--- config.mk ---
export PLATFORM = sky130hd
export DESIGN_NAME = shift_ring_counter
export DESIGN_NICKNAME = d
export VERILOG_FILES = /design/src/rtl/shring_pkg.sv /design/src/rtl/rsc_feedback.sv /design/src/rtl/rsc_legal.sv /design/src/rtl/rsc_index.sv /design/src/rtl/shift_ring_counter.sv
export SDC_FILE = /design/constraint.sdc
export NUM_CORES = 1
export LEC_CHECK = 0
export BUFFER_PORTS_ARGS = -buffer_cell sky130_fd_sc_hd__buf_2
export CAP_MARGIN = 0
export CORE_AREA = 2 2 44 46
export CTS_BUF_LIST = sky130_fd_sc_hd__clkbuf_4 sky130_fd_sc_hd__clkbuf_8
export DETAILED_ROUTE_END_ITERATION = 10
export DIE_AREA = 0 0 46 48
export GPL_TIMING_DRIVEN = 0
export PLACE_DENSITY = 0.68
export SLEW_MARGIN = 10
export SYNTH_ARGS = -nofsm -noshare
export SYNTH_HDL_FRONTEND = slang
export SYNTH_HIERARCHICAL = 1
export SYNTH_SLANG_ARGS = --single-unit
--- constraint.sdc ---
create_clock -name clk -period 10.3 [get_ports clk]
set_input_delay 2.06 -clock clk [delete_from_list [all_inputs] [get_ports clk]]
set_output_delay 2.06 -clock clk [all_outputs]
set_load 0.01 [all_outputs]
--- src/rtl/shring_pkg.sv ---
package shring_pkg;

    typedef enum logic [1:0] {
        FB_RING  = 2'd0,
        FB_TWIST = 2'd1,
        FB_TRIM  = 2'd2,
        FB_SPARE = 2'd3
    } fb_mode_e;

    typedef struct packed {
        fb_mode_e mode;
        logic     active;
    } ring_ctrl_t;

    // Spare code folds onto the plain ring.
    function automatic fb_mode_e fold_mode(input logic [1:0] code);
        fb_mode_e m;
        m = fb_mode_e'(code);
        if (m == FB_SPARE) m = FB_RING;
        return m;
    endfunction

    // Twisted variants start from all zeros, the ring from a single token.
    function automatic logic uses_token(input fb_mode_e m);
        return (m == FB_RING) || (m == FB_SPARE);
    endfunction

endpackage

--- src/rtl/rsc_feedback.sv ---
module rsc_feedback
    import shring_pkg::*;
#(
    parameter int WIDTH = 4
) (
    input  fb_mode_e         mode,
    input  logic [WIDTH-1:0] cur,
    output logic [WIDTH-1:0] nxt,
    output logic [WIDTH-1:0] home
);

    logic top_in;

    always_comb begin
        unique case (mode)
            FB_TWIST: top_in = ~cur[0];
            FB_TRIM:  top_in = ~cur[0] & ~cur[1];
            default:  top_in = cur[0];
        endcase
    end

    assign nxt  = {top_in, cur[WIDTH-1:1]};
    assign home = uses_token(mode) ? {1'b1, {(WIDTH-1){1'b0}}} : '0;

endmodule

--- src/rtl/rsc_legal.sv ---
module rsc_legal
    import shring_pkg::*;
#(
    parameter int WIDTH = 4
) (
    input  fb_mode_e         mode,
    input  logic [WIDTH-1:0] cur,
    output logic             legal
);

    logic [WIDTH-2:0] seams;
    logic             ring_ok;
    logic             twist_ok;
    logic             all_set;

    genvar g;
    generate
        for (g = 0; g < WIDTH - 1; g++) begin : g_seam
            assign seams[g] = cur[g] ^ cur[g+1];
        end
    endgenerate

    assign ring_ok  = $onehot(cur);
    assign twist_ok = ($countones(seams) <= 1);
    assign all_set  = &cur;

    always_comb begin
        unique case (mode)
            FB_TWIST: legal = twist_ok;
            FB_TRIM:  legal = twist_ok & ~all_set;
            default:  legal = ring_ok;
        endcase
    end

endmodule

--- src/rtl/rsc_index.sv ---
module rsc_index
    import shring_pkg::*;
#(
    parameter int WIDTH = 4,
    parameter int IDX_W = $clog2(2 * WIDTH)
) (
    input  logic             clk,
    input  logic             rst,
    input  fb_mode_e         mode,
    input  logic [WIDTH-1:0] cur,
    input  logic             legal,
    output logic [IDX_W-1:0] idx
);

    localparam int CW = IDX_W + 1;

    logic [CW-1:0]    ones;
    logic [CW-1:0]    period;
    logic [CW-1:0]    twist_pos;
    logic [IDX_W-1:0] ring_pos;

    assign ones = CW'($countones(cur));

    always_comb begin
        unique case (mode)
            FB_TWIST: period = CW'(2 * WIDTH);
            FB_TRIM:  period = CW'(2 * WIDTH - 1);
            default:  period = CW'(WIDTH);
        endcase
    end

    assign twist_pos = cur[0] ? (period - ones) : ones;

    always_comb begin
        ring_pos = '0;
        for (int i = 0; i < WIDTH; i++) begin
            if (cur[WIDTH-1-i]) ring_pos = i[IDX_W-1:0];
        end
    end

    always_comb begin
        if (!legal)                 idx = '0;
        else if (uses_token(mode))  idx = ring_pos;
        else                        idx = twist_pos[IDX_W-1:0];
    end


    idx_range_chk: assert property (@(posedge clk) disable iff (rst)
        !rst |-> ({1'b0, idx} < period));

endmodule

--- src/rtl/shift_ring_counter.sv ---
module shift_ring_counter
    import shring_pkg::*;
#(
    parameter int WIDTH = 4,
    parameter int IDX_W = $clog2(2 * WIDTH)
) (
    input  logic             clk,
    input  logic             rst,
    input  logic             en,
    input  logic [1:0]       mode,
    output logic [WIDTH-1:0] q,
    output logic [IDX_W-1:0] idx
);

    ring_ctrl_t       ctrl_q;
    logic [WIDTH-1:0] state_q;
    logic [WIDTH-1:0] shift_val;
    logic [WIDTH-1:0] home_val;
    logic             legal;
    fb_mode_e         req_mode;
    logic [WIDTH-1:0] load_val;

    assign req_mode = fold_mode(mode);
    assign load_val = uses_token(req_mode) ? {1'b1, {(WIDTH-1){1'b0}}} : '0;

    rsc_feedback #(.WIDTH(WIDTH)) u_fb (
        .mode (ctrl_q.mode),
        .cur  (state_q),
        .nxt  (shift_val),
        .home (home_val)
    );

    rsc_legal #(.WIDTH(WIDTH)) u_legal (
        .mode  (ctrl_q.mode),
        .cur   (state_q),
        .legal (legal)
    );

    rsc_index #(.WIDTH(WIDTH), .IDX_W(IDX_W)) u_idx (
        .clk   (clk),
        .rst   (rst),
        .mode  (ctrl_q.mode),
        .cur   (state_q),
        .legal (legal),
        .idx   (idx)
    );

    always_ff @(posedge clk) begin
        if (rst) begin
            ctrl_q.mode   <= req_mode;
            ctrl_q.active <= 1'b1;
            state_q       <= load_val;
        end else if (en) begin
            state_q <= legal ? shift_val : home_val;
        end
    end

    assign q = state_q;


    hold_chk: assert property (@(posedge clk) disable iff (rst)
        (!rst && !en) |=> $stable(q));


    shift_chk: assert property (@(posedge clk) disable iff (rst)
        (!rst && en && legal) |=> (q[WIDTH-2:0] == $past(q[WIDTH-1:1])));


    recover_chk: assert property (@(posedge clk) disable iff (rst)
        (!rst && en && !legal) |=> (uses_token(ctrl_q.mode) ? $onehot(q) && q[WIDTH-1] : (q == '0)));


    mode_keep_chk: assert property (@(posedge clk) disable iff (rst)
        !rst |=> (ctrl_q.mode == $past(ctrl_q.mode)));

endmodule

==> results.md, run 1 <==
| Stage | Item | Reported |
| --- | --- | --- |
| run status | Result of the run | completed |
| die | Number of top-level design ports | 12 |
| pwr | Worst supply voltage drop on vdd | 0.08932 mV |
| clock tree | CTS-repair resized insts | 0 |
| worst hold path | Worst hold path type | flop to flop |
| detailed routing | Number of detailed-routing iterations run before antenna repair | 4 |
| clock tree | Cts hold-fix bufs | 0 |
| pwr | Total power draw | 0.1634 mW |
| clock tree | Clock tree from TritonCTS | built |
| yosys | Number of flops mapped to enable cells by yosys | 6 |
| layout | Antenna cells | 0 |
| detailed routing | Antenna violation net count after detailed routing | 0 |
| layout | Final net count | 128 |
| layout | Post-route cell area | 915.9 µm² |
| worst setup path | Maximum fanout count along the critical path | 13 |
| global routing | Wire length of the first global-routing pass | 1.821 mm |
| die | Full die area | 2208 µm² |
| pwr | P_leak | 0.5079 nW |
| sta | Worst-case hold slack | 830.9 ps |
| worst setup path | Slowest library cell on the worst path | edfxtp_1 |
| worst setup path | Delay contributed by the slowest stage of the critical path | 640 ps |
| clock tree | Total CTS buffers | 3 |
| die | Die height | 48 µm |
| worst setup path | Critical path endpoint | idx[2] |
| sta | Min Clock Period, post-route | 5300 ps |
| sta | Unrepaired setup endpoints after global routing | no |
| yosys | Synth async-reset ratio | 0% |
| yosys | Seq/Total Area, Yosys | 22.26% |
| detailed routing | Initial DRC Count | 4 |
| detailed routing | DR DRC count | 0 |
| clock tree | Root buf cell | clkbuf_4 |
| global routing | Met3 global-route usage | 1.132% |
| yosys | Count of synthesis-stage warnings from yosys | 6 |
| worst setup path | Critical path cell sequence | inv_1 > fa_1 > inv_1 > ha_1 > ha_1 > or4bb_1 > o21ai_1 > nor3b_1 > a31o_1 > buf_2 |
| layout | Number of non-filler instances in the completed layout | 118 |
| worst hold path | Worst Hold Path Cells | 3 |
| detailed routing | Final WL | 1.148 mm |
| worst setup path | Critical path startpoint category | flop |
| detailed routing | Number of vias per cell after detailed routing | 4.864 |
| placement | Total cell area at the placement stage | 893.4 µm² |
| layout | Area growth from synthesis to layout | 13.14% |
| yosys | Number of distinct standard cells referenced by the synthesized netlist | 27 |
| detailed routing | Detailed-route via count | 574 |
| worst setup path | Cell depth of the worst flop-to-flop path | 10 |
| die | Floorplan die width | 46 µm |
| placement | Quantity of I/O buffers inserted on ports | 11 |
| placement | Cell Count Post-Placement | 115 |
| die | Initial cell density of the core | 47.93% |
| detailed routing | Post-detailed-route wirelength per cell | 9.729 µm |
| clock tree | Number of clock sinks | 6 |
| global routing | Most utilized layer in the global route result | met2 |
| sta | Portion of the clock cycle consumed by the worst path in the final layout | 51.46% |
| yosys | Netlist area before placement | 809.5 µm² |
| die | Site Rows | 15 |
| clock tree | Setup bufs post-CTS | 0 |
| worst setup path | Type of element capturing the critical path | output port |
| placement | Pre-CTS worst setup slack | 5208 ps |
| layout | Fin util | 54.22% |
| global routing | Global-route congestion overflow total | 0 |
| yosys | Ys flop type | edfxtp_1 |
| worst setup path | Worst reg2reg endpoint | q[3] |
| die | Core box area | 1689 µm² |
| worst setup path | Worst EP arrival | 3240 ps |
| placement | Gpl congestion | 0.7635 |
| yosys | Synthesized area per cell | 9.524 µm² |
| clock tree | Later-pin clock latency in the skew report | 240 ps |
| flow run | Max Cap Viol | 0 |
| global routing | Global-route met1 utilization | 13.44% |
| placement | Detailed Place HPWL | 948.2 µm |
| layout | Highest-count cells in the layout ignoring fill and taps | inv_1 (17), ha_1 (17), buf_2 (11) |
| worst setup path | Slack of the worst reg-to-reg path | 7020 ps |
| layout | Layout fillers | 152 |
| global routing | Met2 usage in global routing | 21.11% |
| sta | Pins over their slew limit | 0 |
| clock tree | Clock transition at path regs | 40 ps |
| global routing | Number of antenna violations at the first check in global routing | 0 |
| sta | Clock tree skew after final layout | 0.8110 ps |
| sta | Final Hold Viols | 0 |
| worst setup path | Reg2Reg Launch Point | q[0] |
| sta | Final total negative setup slack | 0 ps |
| global routing | Via count of the first global-routing pass | 465 |
| sta | Worst setup slack after layout | 5000 ps |
| clock tree | Number of levels the H-tree was split into | 1 |
| sta | Total setup violations reported at the end of the flow | 0 |
| worst setup path | Worst path required time | 8240 ps |
| global routing | Pin count of the biggest net entering global routing | 14 |
| worst setup path | Critical path class | flop to output port |
| layout | Proportion of layout cells with a drive suffix above 1 | 24.75% |
| clock tree | Maximum number of buffers from clock root to sink | 2 |
| worst setup path | Crit path from | q[0] |
| global routing | GR Util All Layers | 11.96% |
| pwr | Pwr Density | 178.4 nW/µm² |
| yosys | Mapped Cells | 85 |
| sta | Max Clock Freq | 188.7 MHz |
| yosys | Yosys reg bits | 6 |
[worst max-delay path, delay by kind of cell, from the launching register on]
kind,cells,cell delay [ps]
adder cells (fa/ha/maj),3,970
flip-flops,1,640
AO/OA/AOI/OAI,2,360
AND/OR/NAND/NOR,2,720
buffers and inverters,3,300
[power breakdown]
part | internal [mW] | switching, mW
clock network | 0.0131 | 0.00764
logic | 0.0515 | 0.0488
registers | 0.0325 | 0.00973
total | 0.0972 | 0.0662
[cell type report]
cell class / count / area [µm²] / area share (%)
buffer: 8 / 57.56 / 6.284
clock buffer: 3 / 22.52 / 2.459
inverter: 17 / 63.81 / 6.967
multi-input combinational: 56 / 515.5 / 56.28
sequential: 6 / 180.2 / 19.67
tap: 17 / 21.27 / 2.322
timing repair buffer: 11 / 55.05 / 6.011
[flip-flops by register name (all words and copies together), names as in the netlist]
signal and count:
q 4, ctrl_q 2
[synthesized netlist by cell type (all sizes together), types with 2 or more instances]
cell type	n	share of area, %
inv	17	7.9
edfxtp	6	22
nand2	3	1.4
a21oi	3	2.3
buf	7	6.5
xor2	2	2.2
mux2i	4	4.9
fa	3	7.4
nor2	5	2.3
ha	17	26
nand3b	2	1.9
o21ai	2	1.2
[worst min path at each step]
stage	from	to	slack (ps)
4_1_cts	q[3]	q[2]	840
2_1_floorplan	q[3]	q[2]	810
5_1_grt	q[3]	q[2]	880
3_3_place_gp	q[3]	q[2]	830
6_report	q[3]	q[2]	830
3_5_place_dp	q[3]	q[2]	830
[layer usage]
metal  wire length (µm)  part of all wire [%]
met5                  0                     0
met4                  7                  0.61
met1                542                    47
met3                 29                   2.5
met2                569                    50
[cell families after synthesis]
family / Yosys count / synth area share [%]
AND/OR/NAND/NOR: 15 / 10.20
buffers and inverters: 25 / 14.99
flip-flops: 6 / 22.26
other: 1 / 0.4632
XOR/XNOR: 3 / 3.246
adder cells (fa/ha/maj): 20 / 33.69
AO/OA/AOI/OAI: 11 / 10.20
multiplexers: 4 / 4.946
(Power assumes the default switching activity.)
==> inputs of run 2 (changes only) <==
PLACE_DENSITY = 0.7   (was 0.68)
clock period = 4.8 ns   (was 10.3 ns; I/O delays follow)
==> run 2 against run 1 <==
  * Critical path depth unchanged
  * Die area unchanged
  * Largest power group unchanged
  * First-iteration DRC count unchanged
==> results.md, run 2 (synthesized netlist as in run 1, its figures left out) <==
| Stage | Item | Reported | Delta |
| --- | --- | --- | --- |
| run status | Result of the run | completed |  |
| detailed routing | Post-detailed-route wirelength per cell | 10.15 µm | +4.4% |
| layout | Area taken by multi-input logic gates | 515.5 µm² | unchanged |
| flow run | Max Cap Viol | 0 | unchanged |
| die | Die height | 48 µm | unchanged |
| clock tree | Number of clock sinks | 6 | unchanged |
| pwr | Worst supply voltage drop on vdd | 0.2193 mV | +150% |
| clock tree | Maximum number of buffers from clock root to sink | 2 | unchanged |
| layout | Area taken by flip-flops and latches | 180.2 µm² | unchanged |
| global routing | Pin count of the biggest net entering global routing | 14 | unchanged |
| global routing | Via count of the first global-routing pass | 548 | +18% |
| die | Core box area | 1689 µm² | unchanged |
| die | Site Rows | 15 | unchanged |
| global routing | Met3 global-route usage | 1.132% | unchanged |
| global routing | Met2 usage in global routing | 25.00% | +3.9 points |
| layout | Proportion of layout cells with a drive suffix above 1 | 24.75% | unchanged |
| worst setup path | Maximum fanout count along the critical path | 13 | unchanged |
| global routing | Number of antenna violations at the first check in global routing | 0 | unchanged |
| placement | Gpl congestion | 0.7531 | -1.4% |
| pwr | Pwr Density | 383.3 nW/µm² | +110% |
| detailed routing | Antenna violation net count after detailed routing | 0 | unchanged |
| placement | Quantity of I/O buffers inserted on ports | 11 | unchanged |
| layout | Area growth from synthesis to layout | 13.14% | unchanged |
| global routing | Wire length of the first global-routing pass | 2.159 mm | +19% |
| detailed routing | Initial DRC Count | 4 | unchanged |
| layout | Antenna cells | 0 | unchanged |
| worst setup path | Worst EP arrival | 3260 ps | +20 ps |
| die | Initial cell density of the core | 47.93% | unchanged |
| detailed routing | Number of detailed-routing iterations run before antenna repair | 2 | -2 |
| clock tree | Total CTS buffers | 3 | unchanged |
| sta | Final total negative setup slack | 0 ps | unchanged |
| die | Number of top-level design ports | 12 | unchanged |
| sta | Max Clock Freq | 236.7 MHz |  |
| pwr | Fraction of power consumed by combinational cells | 61.0% | -0.4 points |
| global routing | Global-route met1 utilization | 15.95% | +2.5 points |
| sta | Clock tree skew after final layout | 4.153 ps | +3.342 ps |
| sta | Portion of the clock cycle consumed by the worst path in the final layout | 88.02% |  |
| pwr | Sw Ratio | 40.73% | +0.20 points |
| pwr | Proportion of power drawn by the clock network | 13.1% | +0.4 points |
| detailed routing | Final WL | 1.198 mm | +4.4% |
| pwr | Switching power total | 0.1430 mW | +120% |
| worst setup path | Critical path class | flop to output port |  |
| clock tree | Clock tree from TritonCTS | built |  |
| sta | Total setup violations reported at the end of the flow | 0 | unchanged |
| die | Floorplan die width | 46 µm | unchanged |
| layout | Highest-count cells in the layout ignoring fill and taps | inv_1 (17), ha_1 (17), buf_2 (11) |  |
| detailed routing | Number of vias per cell after detailed routing | 4.924 | +1.2% |
| clock tree | CTS-repair resized insts | 0 | unchanged |
| sta | Final Hold Viols | 0 | unchanged |
| global routing | GR Util All Layers | 13.68% | +1.7 points |
| worst setup path | Critical path startpoint category | flop |  |
| sta | Unrepaired setup endpoints after global routing | no |  |
| placement | Detailed Place HPWL | 1.006 mm | +6.0% |
| worst setup path | Type of element capturing the critical path | output port |  |
| global routing | Most utilized layer in the global route result | met2 |  |
| pwr | P_leak | 0.5079 nW | unchanged |
| worst setup path | Worst path required time | 3840 ps | -4400 ps |
| layout | Final net count | 128 | unchanged |
| layout | Layout fillers | 178 | +17% |
| pwr | Cell internal pwr | 0.2081 mW | +110% |
| sta | Pins over their slew limit | 0 | unchanged |
| clock tree | Cts hold-fix bufs | 0 | unchanged |
| detailed routing | Detailed-route via count | 581 | +1.2% |
| pwr | Sequential share of power | 25.9% | about the same |
| global routing | Global-route congestion overflow total | 0 | unchanged |
| clock tree | Clock transition at path regs | 50 ps | about the same |
| clock tree | Root buf cell | clkbuf_4 |  |
| clock tree | Number of levels the H-tree was split into | 1 | unchanged |
| clock tree | Later-pin clock latency in the skew report | 240 ps | about the same |
| worst hold path | Worst hold path type | flop to flop |  |
| pwr | Total power draw | 0.3510 mW | +110% |
| die | Full die area | 2208 µm² | unchanged |
| detailed routing | DR DRC count | 0 | unchanged |
| layout | Max reg flops | 4 | unchanged |
| sta | Min Clock Period, post-route | 4225 ps |  |
| clock tree | Setup bufs post-CTS | 0 | unchanged |
[run 2: stage by stage]
stage	hold slack, ps	area [µm²]	setup slack (ps)	cells	util [%]
2_1_floorplan	809.4	817.0	1087	87	-
3_3_place_gp	836.8	893.4	830.3	115	52.89
3_5_place_dp	823.1	893.4	774.6	115	52.89
4_1_cts	853.1	915.9	491.6	118	54.22
5_1_grt	870.4	915.9	313.8	118	54.22
6_report	831.0	915.9	575.1	118	54.22
[run 2: critical path, stage by stage (launching register included)]
cell      delay [ps]
edfxtp_1         640
inv_1            130
fa_1             560
inv_1             50
ha_1             170
ha_1             260
or4bb_1          490
o21ai_1          220
nor3b_1          240
a31o_1           160
buf_2            120
[run 2: path summary, 6_finish.rpt]
check                           startpoint      to  slack [ps]  cells past startpoint
worst max-delay path                  q[0]  idx[2]         580                     10
worst min register to register        q[3]    q[2]         830                      3
worst min-delay path                  q[3]    q[2]         830                      3
worst max register to register        q[0]    q[3]        1520                     10
[run 2: power groups by stage]
stage / registers [mW] / clock network (mW) / logic, mW
after CTS: 0.0925 / 0.0484 / 0.219
after detailed placement: 0.0928 / 0 / 0.218
after global routing: 0.0940 / 0.0519 / 0.247
final: 0.0908 / 0.0460 / 0.214
after floorplan: 0.0901 / 0 / 0.169
after global placement: 0.0925 / 0 / 0.212
[run 2: cell type report]
class / count / share of cell area, %
buffer: 8 / 6.284
timing repair buffer: 11 / 6.011
tap: 17 / 2.322
multi-input combinational: 56 / 56.28
sequential: 6 / 19.67
clock buffer: 3 / 2.459
inverter: 17 / 6.967
[run 2: routing by layer]
layer	vias to the layer above	part of all wire, %	wire (µm)
met5	-	0	0
met4	0	0	0
met3	0	2.5	30
met2	10	51	608
met1	268	47	558
li1	303	-	-
==> inputs of run 3 (changes only) <==
MAX_ROUTING_LAYER = met4   (was unset)
TNS_END_PERCENT = 20   (was unset)
==> run 3 against run 2 <==
  * Global-route usage is 0.60 points higher
  * Cell count stayed put
  * Via count stayed put
  * Clock power hardly changed
  * Wire length is 0.33% lower
  * Sequential cell count stayed put
  * Worst setup slack hardly changed
  * Clock skew is 0.84 ps lower
  * Final area stayed put
  * Non-clock buffer count stayed put
  * Critical endpoint unchanged
  * Largest cell class unchanged
==> results.md, run 3 (synthesized netlist as in run 1, its figures left out) <==
| Stage | Item | Reported | Delta |
| --- | --- | --- | --- |
| run status | Result of the run | completed |  |
| sta | Pins over their slew limit | 0 | unchanged |
| die | Die height | 48 µm | unchanged |
| clock tree | Root buf cell | clkbuf_4 |  |
| clock tree | CTS-repair resized insts | 0 | unchanged |
| clock tree | Clock transition at path regs | 50 ps | about the same |
| sta | Clock tree skew after final layout | 3.316 ps | -0.8370 ps |
| detailed routing | Number of vias per cell after detailed routing | 4.924 | unchanged |
| detailed routing | Detailed-route via count | 581 | unchanged |
| sta | Worst-case hold slack | 829.7 ps | -1.296 ps |
| global routing | Met3 global-route usage | 2.264% | +1.1 points |
| sta | Portion of the clock cycle consumed by the worst path in the final layout | 88.02% | about the same |
| die | Core box area | 1689 µm² | unchanged |
| placement | Gpl congestion | 0.7628 | +1.3% |
| global routing | Number of antenna violations at the first check in global routing | 0 | unchanged |
| placement | Quantity of I/O buffers inserted on ports | 11 | unchanged |
| worst setup path | Reg2Reg Launch Point | q[0] |  |
| clock tree | Later-pin clock latency in the skew report | 240 ps | about the same |
| sta | Unrepaired setup endpoints after global routing | no |  |
| die | Initial cell density of the core | 47.93% | unchanged |
| worst setup path | Critical path class | flop to output port |  |
| detailed routing | Final WL | 1.194 mm | -0.33% |
| clock tree | Clock tree from TritonCTS | built |  |
| clock tree | Setup bufs post-CTS | 0 | unchanged |
| worst setup path | Worst path required time | 3840 ps | about the same |
| worst hold path | Worst hold path type | flop to flop |  |
| sta | Final total negative setup slack | 0 ps | unchanged |
| sta | Min Clock Period, post-route | 4225 ps | +0.03800 ps |
| clock tree | Number of levels the H-tree was split into | 1 | unchanged |
| layout | Antenna cells | 0 | unchanged |
| global routing | Via count of the first global-routing pass | 540 | -1.5% |
| global routing | Most utilized layer in the global route result | met2 |  |
| pwr | Worst supply voltage drop on vdd | 0.2193 mV | about the same |
| layout | Highest-count cells in the layout ignoring fill and taps | inv_1 (17), ha_1 (17), buf_2 (11) |  |
| die | Number of top-level design ports | 12 | unchanged |
| layout | Max reg flops | 4 | unchanged |
| flow run | Max Cap Viol | 0 | unchanged |
| placement | Pre-CTS worst setup slack | 774.6 ps | unchanged |
| detailed routing | Post-detailed-route wirelength per cell | 10.12 µm | -0.33% |
| placement | Detailed Place HPWL | 1.006 mm | unchanged |
| worst setup path | Cell depth of the worst flop-to-flop path | 10 | unchanged |
| die | Full die area | 2208 µm² | unchanged |
| sta | Total setup violations reported at the end of the flow | 0 | unchanged |
| global routing | Met2 usage in global routing | 25.00% | unchanged |
| global routing | Global-route congestion overflow total | 0 | unchanged |
| global routing | GR Util All Layers | 14.29% | +0.60 points |
| die | Floorplan die width | 46 µm | unchanged |
| worst hold path | Worst Hold Path Cells | 3 | unchanged |
| detailed routing | Number of detailed-routing iterations run before antenna repair | 2 | unchanged |
| detailed routing | Initial DRC Count | 4 | unchanged |
| clock tree | Number of clock sinks | 6 | unchanged |
| pwr | Total power draw | 0.3508 mW | about the same |
| worst setup path | Worst reg2reg endpoint | q[3] |  |
| worst hold path | Sink of the worst hold path | q[2] |  |
| layout | Final net count | 128 | unchanged |
| pwr | P_leak | 0.5079 nW | unchanged |
| layout | Proportion of layout cells with a drive suffix above 1 | 24.75% | unchanged |
| worst setup path | Critical path startpoint category | flop |  |
| worst setup path | Maximum fanout count along the critical path | 13 | unchanged |
| worst setup path | Slack of the worst reg-to-reg path | 1520 ps | about the same |
| die | Site Rows | 15 | unchanged |
| global routing | Pin count of the biggest net entering global routing | 14 | unchanged |
| sta | Max Clock Freq | 236.7 MHz | about the same |
| clock tree | Total CTS buffers | 3 | unchanged |
| sta | Worst setup slack after layout | 575.0 ps | -0.03800 ps |
| worst setup path | Worst EP arrival | 3260 ps | about the same |
| layout | Area growth from synthesis to layout | 13.14% | unchanged |
| clock tree | Cts hold-fix bufs | 0 | unchanged |
| sta | Final Hold Viols | 0 | unchanged |
| pwr | Pwr Density | 383.0 nW/µm² | about the same |
| clock tree | Maximum number of buffers from clock root to sink | 2 | unchanged |
| layout | Fin util | 54.22% | unchanged |
| detailed routing | Antenna violation net count after detailed routing | 0 | unchanged |
| detailed routing | DR DRC count | 0 | unchanged |
| global routing | Global-route met1 utilization | 15.72% | -0.23 points |
| global routing | Wire length of the first global-routing pass | 2.159 mm | unchanged |
| worst hold path | Startpoint of the most critical hold path | q[3] |  |
| worst setup path | Type of element capturing the critical path | output port |  |
run 3: cell counts in the layout (fill, tap and decap cells not counted):
No cell type changed its count.
run 3: layout make-up:
class | count | area [µm²]
clock buffers | 3 | 22.52
well taps | 17 | 21.27
repair buffers | 11 | 55.05
inverters | 17 | 63.81
multi-input cells | 56 | 515.5
flip-flops and latches | 6 | 180.2
plain buffers | 8 | 57.56
fillers | 178 | 773.2
run 3: power by group:
group / total (mW) / switching, mW / internal [mW] / leakage [nW]
combinational: 0.214 / 0.104 / 0.110 / 0.432
sequential: 0.0909 / 0.0211 / 0.0697 / 0.0623
clock: 0.0458 / 0.0175 / 0.0282 / 0.0138
total: 0.351 / 0.143 / 0.208 / 0.508
run 3: worst max-delay path, cell delays in order, from the launching register on:
cell and delay [ps]:
edfxtp_1 640, inv_1 130, fa_1 560, inv_1 50, ha_1 170, ha_1 260
or4bb_1 490, o21ai_1 220, nor3b_1 240, a31o_1 160, buf_2 120
run 3: worst max path at each step:
stage	slack [ps]	end	startpoint
3_5_place_dp	770	idx[2]	q[0]
6_report	580	idx[2]	q[0]
3_3_place_gp	830	idx[2]	q[0]
2_1_floorplan	1090	idx[2]	q[0]
4_1_cts	490	idx[2]	q[0]
5_1_grt	310	idx[2]	q[0]
run 3: metrics by stage:
stage,cell area [µm²],cells
after floorplan,817.0,87
after global placement,893.4,115
final,915.9,118
after detailed placement,893.4,115
after global routing,915.9,118
after CTS,915.9,118
run 3: per-layer routing:
layer | share of wire (%) | routed length [µm]
met1 | 46 | 553
met2 | 51 | 609
met3 | 2.5 | 30
met4 | 0 | 0
met5 | 0 | 0
